==> src/rtl/ovsRxPkg.sv <==
package ovsRxPkg;
  localparam int DATA_MAX = 8;
  localparam int IDX_W = $clog2(DATA_MAX);

  typedef enum logic [2:0] {
    ST_IDLE, ST_START, ST_DATA, ST_PARITY, ST_STOP, ST_GUARD
  } rxState_t;

  typedef struct packed {
    logic             clearShift;
    logic             loadBit;
    logic [IDX_W-1:0] bitIdx;
    logic             loadParity;
    logic             finish;
  } rxStrobe_t;
endpackage

==> src/rtl/ovsRxDatapath.sv <==
module ovsRxDatapath
  import ovsRxPkg::*;
#(
  parameter int FILT_LEN = 3
) (
  input  logic                clk,
  input  logic                rstN,
  input  logic                tick,
  input  logic                rxIn,
  input  logic [1:0]          parMode,
  input  rxStrobe_t           strobe,
  output logic                filtLevel,
  output logic                flipNow,
  output logic [DATA_MAX-1:0] dataOut,
  output logic                dataValid,
  output logic                parErr,
  output logic                frameErr
);
  localparam int CNT_W = $clog2(FILT_LEN);

  logic [CNT_W-1:0]    runCnt;
  logic [DATA_MAX-1:0] shiftReg;
  logic                parBit;
  logic                onesOdd;
  logic                parErrNext;

  // transition filter: new level must persist for FILT_LEN ticks
  assign flipNow = tick && (rxIn != filtLevel) && (runCnt == CNT_W'(FILT_LEN - 1));

  always_ff @(posedge clk) begin
    if (!rstN) begin
      filtLevel <= 1'b1;
      runCnt    <= '0;
    end else if (tick) begin
      if (rxIn == filtLevel) begin
        runCnt <= '0;
      end else if (flipNow) begin
        filtLevel <= rxIn;
        runCnt    <= '0;
      end else begin
        runCnt <= runCnt + 1'b1;
      end
    end
  end

  always_comb begin
    onesOdd = (^shiftReg) ^ parBit;
    case (parMode)
      2'b01:   parErrNext = onesOdd;
      2'b10:   parErrNext = ~onesOdd;
      default: parErrNext = 1'b0;
    endcase
  end

  always_ff @(posedge clk) begin
    if (!rstN) begin
      shiftReg  <= '0;
      parBit    <= 1'b0;
      dataOut   <= '0;
      dataValid <= 1'b0;
      parErr    <= 1'b0;
      frameErr  <= 1'b0;
    end else begin
      dataValid <= 1'b0;
      if (strobe.clearShift) begin
        shiftReg <= '0;
        parBit   <= 1'b0;
      end
      if (strobe.loadBit)    shiftReg[strobe.bitIdx] <= filtLevel;
      if (strobe.loadParity) parBit <= filtLevel;
      if (strobe.finish) begin
        dataOut   <= shiftReg;
        dataValid <= 1'b1;
        parErr    <= parErrNext;
        frameErr  <= ~filtLevel;
      end
    end
  end
endmodule

==> src/rtl/ovsRxControl.sv <==
module ovsRxControl
  import ovsRxPkg::*;
#(
  parameter int OVS       = 16,
  parameter int START_WIN = 8,
  parameter int CHECK_PH  = 4,
  parameter int SAMPLE_PH = 8
) (
  input  logic      clk,
  input  logic      rstN,
  input  logic      tick,
  input  logic      flipNow,
  input  logic      filtLevel,
  input  logic [1:0] charLen,
  input  logic [1:0] parMode,
  input  logic [1:0] stopLen,
  output rxStrobe_t strobe
);
  localparam int PH_W = $clog2(OVS);
  localparam int GD_W = PH_W + 1;

  rxState_t         state;
  logic [PH_W-1:0]  phase;
  logic [IDX_W-1:0] bitIdx;
  logic [GD_W-1:0]  guardCnt;
  logic             inBits, resync, sampleNow, riseFlip, fallFlip, parOn;
  logic [IDX_W-1:0] lastIdx;
  logic [GD_W-1:0]  guardEnd;

  always_comb begin
    riseFlip  = flipNow && !filtLevel;
    fallFlip  = flipNow && filtLevel;
    inBits    = (state == ST_DATA) || (state == ST_PARITY) || (state == ST_STOP);
    resync    = inBits && flipNow && (phase >= PH_W'(CHECK_PH));
    sampleNow = inBits && tick && !resync && (phase == PH_W'(SAMPLE_PH - 1));
    parOn     = ^parMode;
    lastIdx   = IDX_W'(DATA_MAX - 4) + IDX_W'(charLen);
    guardEnd  = (stopLen == 2'b01) ? GD_W'(OVS / 2 - 1) : GD_W'(OVS - 1);

    strobe.clearShift = (state == ST_START) && tick && !riseFlip &&
                        (phase == PH_W'(START_WIN - 1));
    strobe.loadBit    = sampleNow && (state == ST_DATA);
    strobe.bitIdx     = bitIdx;
    strobe.loadParity = sampleNow && (state == ST_PARITY);
    strobe.finish     = sampleNow && (state == ST_STOP);
  end

  always_ff @(posedge clk) begin
    if (!rstN) begin
      state    <= ST_IDLE;
      phase    <= '0;
      bitIdx   <= '0;
      guardCnt <= '0;
    end else if (tick) begin
      case (state)
        ST_IDLE: begin
          if (fallFlip) begin
            state <= ST_START;
            phase <= '0;
          end
        end
        ST_START: begin
          if (riseFlip) begin
            state <= ST_IDLE;
          end else begin
            phase <= phase + 1'b1;
            if (phase == PH_W'(START_WIN - 1)) begin
              state  <= ST_DATA;
              bitIdx <= '0;
            end
          end
        end
        ST_DATA, ST_PARITY, ST_STOP: begin
          if (resync) begin
            phase <= '0;
          end else begin
            phase <= phase + 1'b1;
            if (sampleNow) begin
              case (state)
                ST_DATA: begin
                  bitIdx <= bitIdx + 1'b1;
                  if (bitIdx == lastIdx) state <= parOn ? ST_PARITY : ST_STOP;
                end
                ST_PARITY: state <= ST_STOP;
                default: begin
                  guardCnt <= '0;
                  state    <= (stopLen == 2'b00) ? ST_IDLE : ST_GUARD;
                end
              endcase
            end
          end
        end
        ST_GUARD: begin
          guardCnt <= guardCnt + 1'b1;
          if (guardCnt == guardEnd) state <= ST_IDLE;
        end
        default: state <= ST_IDLE;
      endcase
    end
  end
endmodule

==> src/rtl/ovsUartRx.sv <==
module ovsUartRx
  import ovsRxPkg::*;
(
  input  logic       clk,
  input  logic       rstN,
  input  logic       tick,
  input  logic       rxIn,
  input  logic [1:0] charLen,
  input  logic [1:0] parMode,
  input  logic [1:0] stopLen,
  output logic [7:0] dataOut,
  output logic       dataValid,
  output logic       parErr,
  output logic       frameErr
);
  rxStrobe_t ctrlStrobe;
  logic      filtLevel;
  logic      flipNow;

  ovsRxControl #(.OVS(16), .START_WIN(8), .CHECK_PH(4), .SAMPLE_PH(8)) ctrl (
    .clk(clk), .rstN(rstN), .tick(tick), .flipNow(flipNow), .filtLevel(filtLevel),
    .charLen(charLen), .parMode(parMode), .stopLen(stopLen), .strobe(ctrlStrobe)
  );

  ovsRxDatapath #(.FILT_LEN(3)) dpath (
    .clk(clk), .rstN(rstN), .tick(tick), .rxIn(rxIn), .parMode(parMode),
    .strobe(ctrlStrobe), .filtLevel(filtLevel), .flipNow(flipNow),
    .dataOut(dataOut), .dataValid(dataValid), .parErr(parErr), .frameErr(frameErr)
  );
endmodule

==> config.mk <==
export PLATFORM = sky130hd
export DESIGN_NAME = ovsUartRx
export DESIGN_NICKNAME = d
export VERILOG_FILES = /design/src/rtl/ovsRxPkg.sv /design/src/rtl/ovsRxDatapath.sv /design/src/rtl/ovsRxControl.sv /design/src/rtl/ovsUartRx.sv
export SDC_FILE = /design/constraint.sdc
export NUM_CORES = 1
export LEC_CHECK = 0
export ABC_CLOCK_PERIOD_IN_PS = 5300
export CAP_MARGIN = 25
export CORE_MARGIN = 2
export CORE_UTILIZATION = 53
export DETAILED_ROUTE_END_ITERATION = 10
export PLACE_DENSITY_LB_ADDON = 0.2
export SYNTH_ARGS = -nofsm -noshare
export SYNTH_HDL_FRONTEND = slang
export SYNTH_HIERARCHICAL = 1
export SYNTH_SLANG_ARGS = --single-unit
==> constraint.sdc <==
create_clock -name clk -period 5.3 [get_ports clk]
set_input_delay 0.795 -clock clk [delete_from_list [all_inputs] [get_ports clk]]
set_output_delay 0.795 -clock clk [all_outputs]
set_load 0.01 [all_outputs]
==> flow_summary.toml <==
[outcome]
outcome = "complete, no violations"

[routing]
routed-via-count = 1625
drt_wl_total_mm = 3.993
dr.first_iter.drc_count = 81
drc = 0
detail_route.vias_per_cell = 5.490
ant_nets = 0
dr.pass1.iters = 4
wire_per_inst_um = 13.49

[yosys]
syn_nets = 239
yosys-top-cells-area = "dfxtp_1, mux2i_1, nor2b_1"
synth_cell_types = 56
synth_edf_count = 0
synth_top_cell_by_area = "dfxtp_1"
avgSynthCellArea_um2 = 9.583
async_reset_ff_share_pct = 0
synthesis.area_um2 = 2166
ys_seq_area_share_pct = 35.12
syn_inst = 226
ys_warn_count = 6
synth_seq_cells = 38
synth_top_area_share_pct = 35.12
synth_ff_type = "dfxtp_1"

[timing]
period_share_pct = 57.20
tightest_slew_ns = 0.6551
drv_slew = 0
setup_viol = 0
fin_crit_ns = 3.032
worst_slack_ns = 2.268
hold_viol_final = 0
rsz0062_at_grt = "false"
max_freq_ghz = 0.3299
fin_hold_ws_ns = 0.4923
finalClockSkew_ns = 0.005303
slew-limit-headroom_pct = 55.92
setup-tns-final_ns = 0

[finish]
final_cells = 296
antenna_cells = 0
layout_commonest_cell = "dfxtp_1"
seqCellArea_um2 = 760.7
layout_common_cells = "dfxtp_1, nor2b_1, clkdlybuf4s50_1"
drive_above_1_share_pct = 9.756
nets = 258
fillers = 351
multi_input_area_um2 = 1333
area_growth_pct = 16.58

[setup_path]
rr_endpoint = "dpath/shiftReg[2]"
cp.required_ns = 5.49
worstSetupStartpointType = "primary input"
slowest_stage = "nor4_1"
reg2regPathDepth = 7
r2r_slack_ns = 2.56
path_cells = "clkdlybuf4s50_1 -> and4b_1 -> nor4_1 -> nand2b_1 -> nor3b_1 -> mux2i_1 -> nor2b_1"
rr_startpoint = "dpath/filtLevel"
cp-end-kind = "flop"
path_max_fanout = 10
slowest_delay_ns = 0.64
crit_type = "primary input to flop"
arrival_ns = 3.22

[run]
cap_viol_max_count = 0

[die]
fp-row-count = 23
num_io_pins = 21
dieArea_um2 = 4614
fp.dieH_um = 67.93
core_area_um2 = 3971
start_util_pct = 54.54
die_w_um = 67.93

[placement]
dpl.hpwl_mm = 2.741
gp_congestion = 0.8202
post-place-ws_ns = 1.972
io_buffers = 20
placed_cells = 288

[cts]
clk_pin_slew_ns = 0.07
cts_tree = "done"
cts_max_level = 2
cts.sinks = 38
clock_tree.buffer_depth = 2
postCtsHoldBufs = 0
postCtsSetupRepairBufs = 0
cts_buffers = 5
root_buffer = "clkbuf_8"
insertion_delay_ns = 0.29
post_cts_resized = 0

[global_routing]
grt-ovfl-total = 0
antenna_found_initial = 0
grt_use_met1_pct = 27.35
use_met3_pct = 5.428
grt_max_degree = 35
grt_use_met2_pct = 28.52
busiest_layer = "met2"
grt_pass1_wl_mm = 6.762
grtUsageTotal_pct = 19.39
grt_pass1_vias = 1420

[worst_hold_path]
hold_depth = 1
hp-class = "flop to flop"
worstHoldEndpoint = "dpath/frameErr"
worstHoldStart = "dpath/frameErr"

[pwr]
irDropWorstVdd_v = 0.0001791
power_density_nw_per_um2 = 269.2
total_leakage_power_nw = 0.9074
worst max-delay path by stage:
stage	to	startpoint
6_report	dpath/shiftReg[2]	tick
5_1_grt	dpath/shiftReg[1]	tick
4_1_cts	dpath/shiftReg[2]	tick
3_5_place_dp	dpath/shiftReg[1]	tick
3_3_place_gp	dpath/shiftReg[1]	tick
2_1_floorplan	dpath/shiftReg[1]	rxIn
power breakdown:
| part | total [W] | switching (W) | internal [W] |
|---|---|---|---|
| clock | 0.000303 | 0.000103 | 0.000201 |
| combinational | 0.0000766 | 0.0000403 | 0.0000362 |
| sequential | 0.000300 | 0.0000111 | 0.000289 |
| total | 0.000680 | 0.000154 | 0.000526 |
registers in the layout (all words and copies together) (netlist names):
name / cells
ctrl/bitIdx: 3
ctrl/guardCnt: 5
ctrl/phase: 4
ctrl/state: 3
dpath/dataOut: 8
dpath/dataValid: 1
dpath/filtLevel: 1
dpath/frameErr: 1
dpath/parBit: 1
dpath/parErr: 1
dpath/runCnt: 2
dpath/shiftReg: 8
cell usage after synthesis, types with 2 or more instances:
cell and number:
nor2_1 15, inv_1 3, o21a_1 2, dfxtp_1 38, clkbuf_1 5, ha_1 3
a21boi_1 2, mux2i_1 19, o21ai_0 5, a21oi_1 6, nand2b_1 9, buf_4 2
nand2_1 14, nand4_1 5, o21ai_1 2, nor2b_1 24, nor3_1 2, nor3b_1 7
xor2_1 6, xnor3_1 2, and4b_1 3, nand3_1 6, nand4b_1 2, or3_1 2
buf_6 2, and2_1 2, a221oi_2 2, xnor2_1 8
logic make-up after synthesis:
family,after synthesis,share of synthesized area [%]
simple gates,105,30.85
flops,38,35.12
compound gates,31,11.32
mux,19,8.781
xor+xnor,17,8.839
buf+inv,13,3.350
fa+ha+maj,3,1.733
per-layer routing:
metal | vias to the layer above | routed length (um)
li1 | 840 | -
met1 | 753 | 2055
met2 | 26 | 1705
met3 | 6 | 180
met4 | 0 | 53
met5 | - | 0
per-stage QoR:
| stage | utilization (%) | total power, W | instance area, um2 |
|---|---|---|---|
| after detailed placement | 59.99 | 0.0003825 | 2382 |
| final | 63.58 | 0.0006798 | 2525 |
| after global routing | 63.58 | 0.0007081 | 2525 |
| after CTS | 63.58 | 0.0006878 | 2525 |
| after floorplan | - | 0.0003654 | 2166 |
| after global placement | 59.99 | 0.0003823 | 2382 |
layout make-up:
| cell class | instances | area share, % |
|---|---|---|
| multi-input combinational | 175 | 52.78 |
| inverter | 3 | 0.4460 |
| clock inverter | 2 | 2.379 |
| timing repair buffer | 22 | 8.523 |
| sequential | 38 | 30.13 |
| clock buffer | 6 | 3.271 |
| tap | 50 | 2.478 |
critical path: cells and delay by family:
kind          cells  cell delay, ns
mux               1            0.21
buf+inv           1            0.61
simple gates      5            1.62
Note: power is estimated with default switching activity, not from simulation.
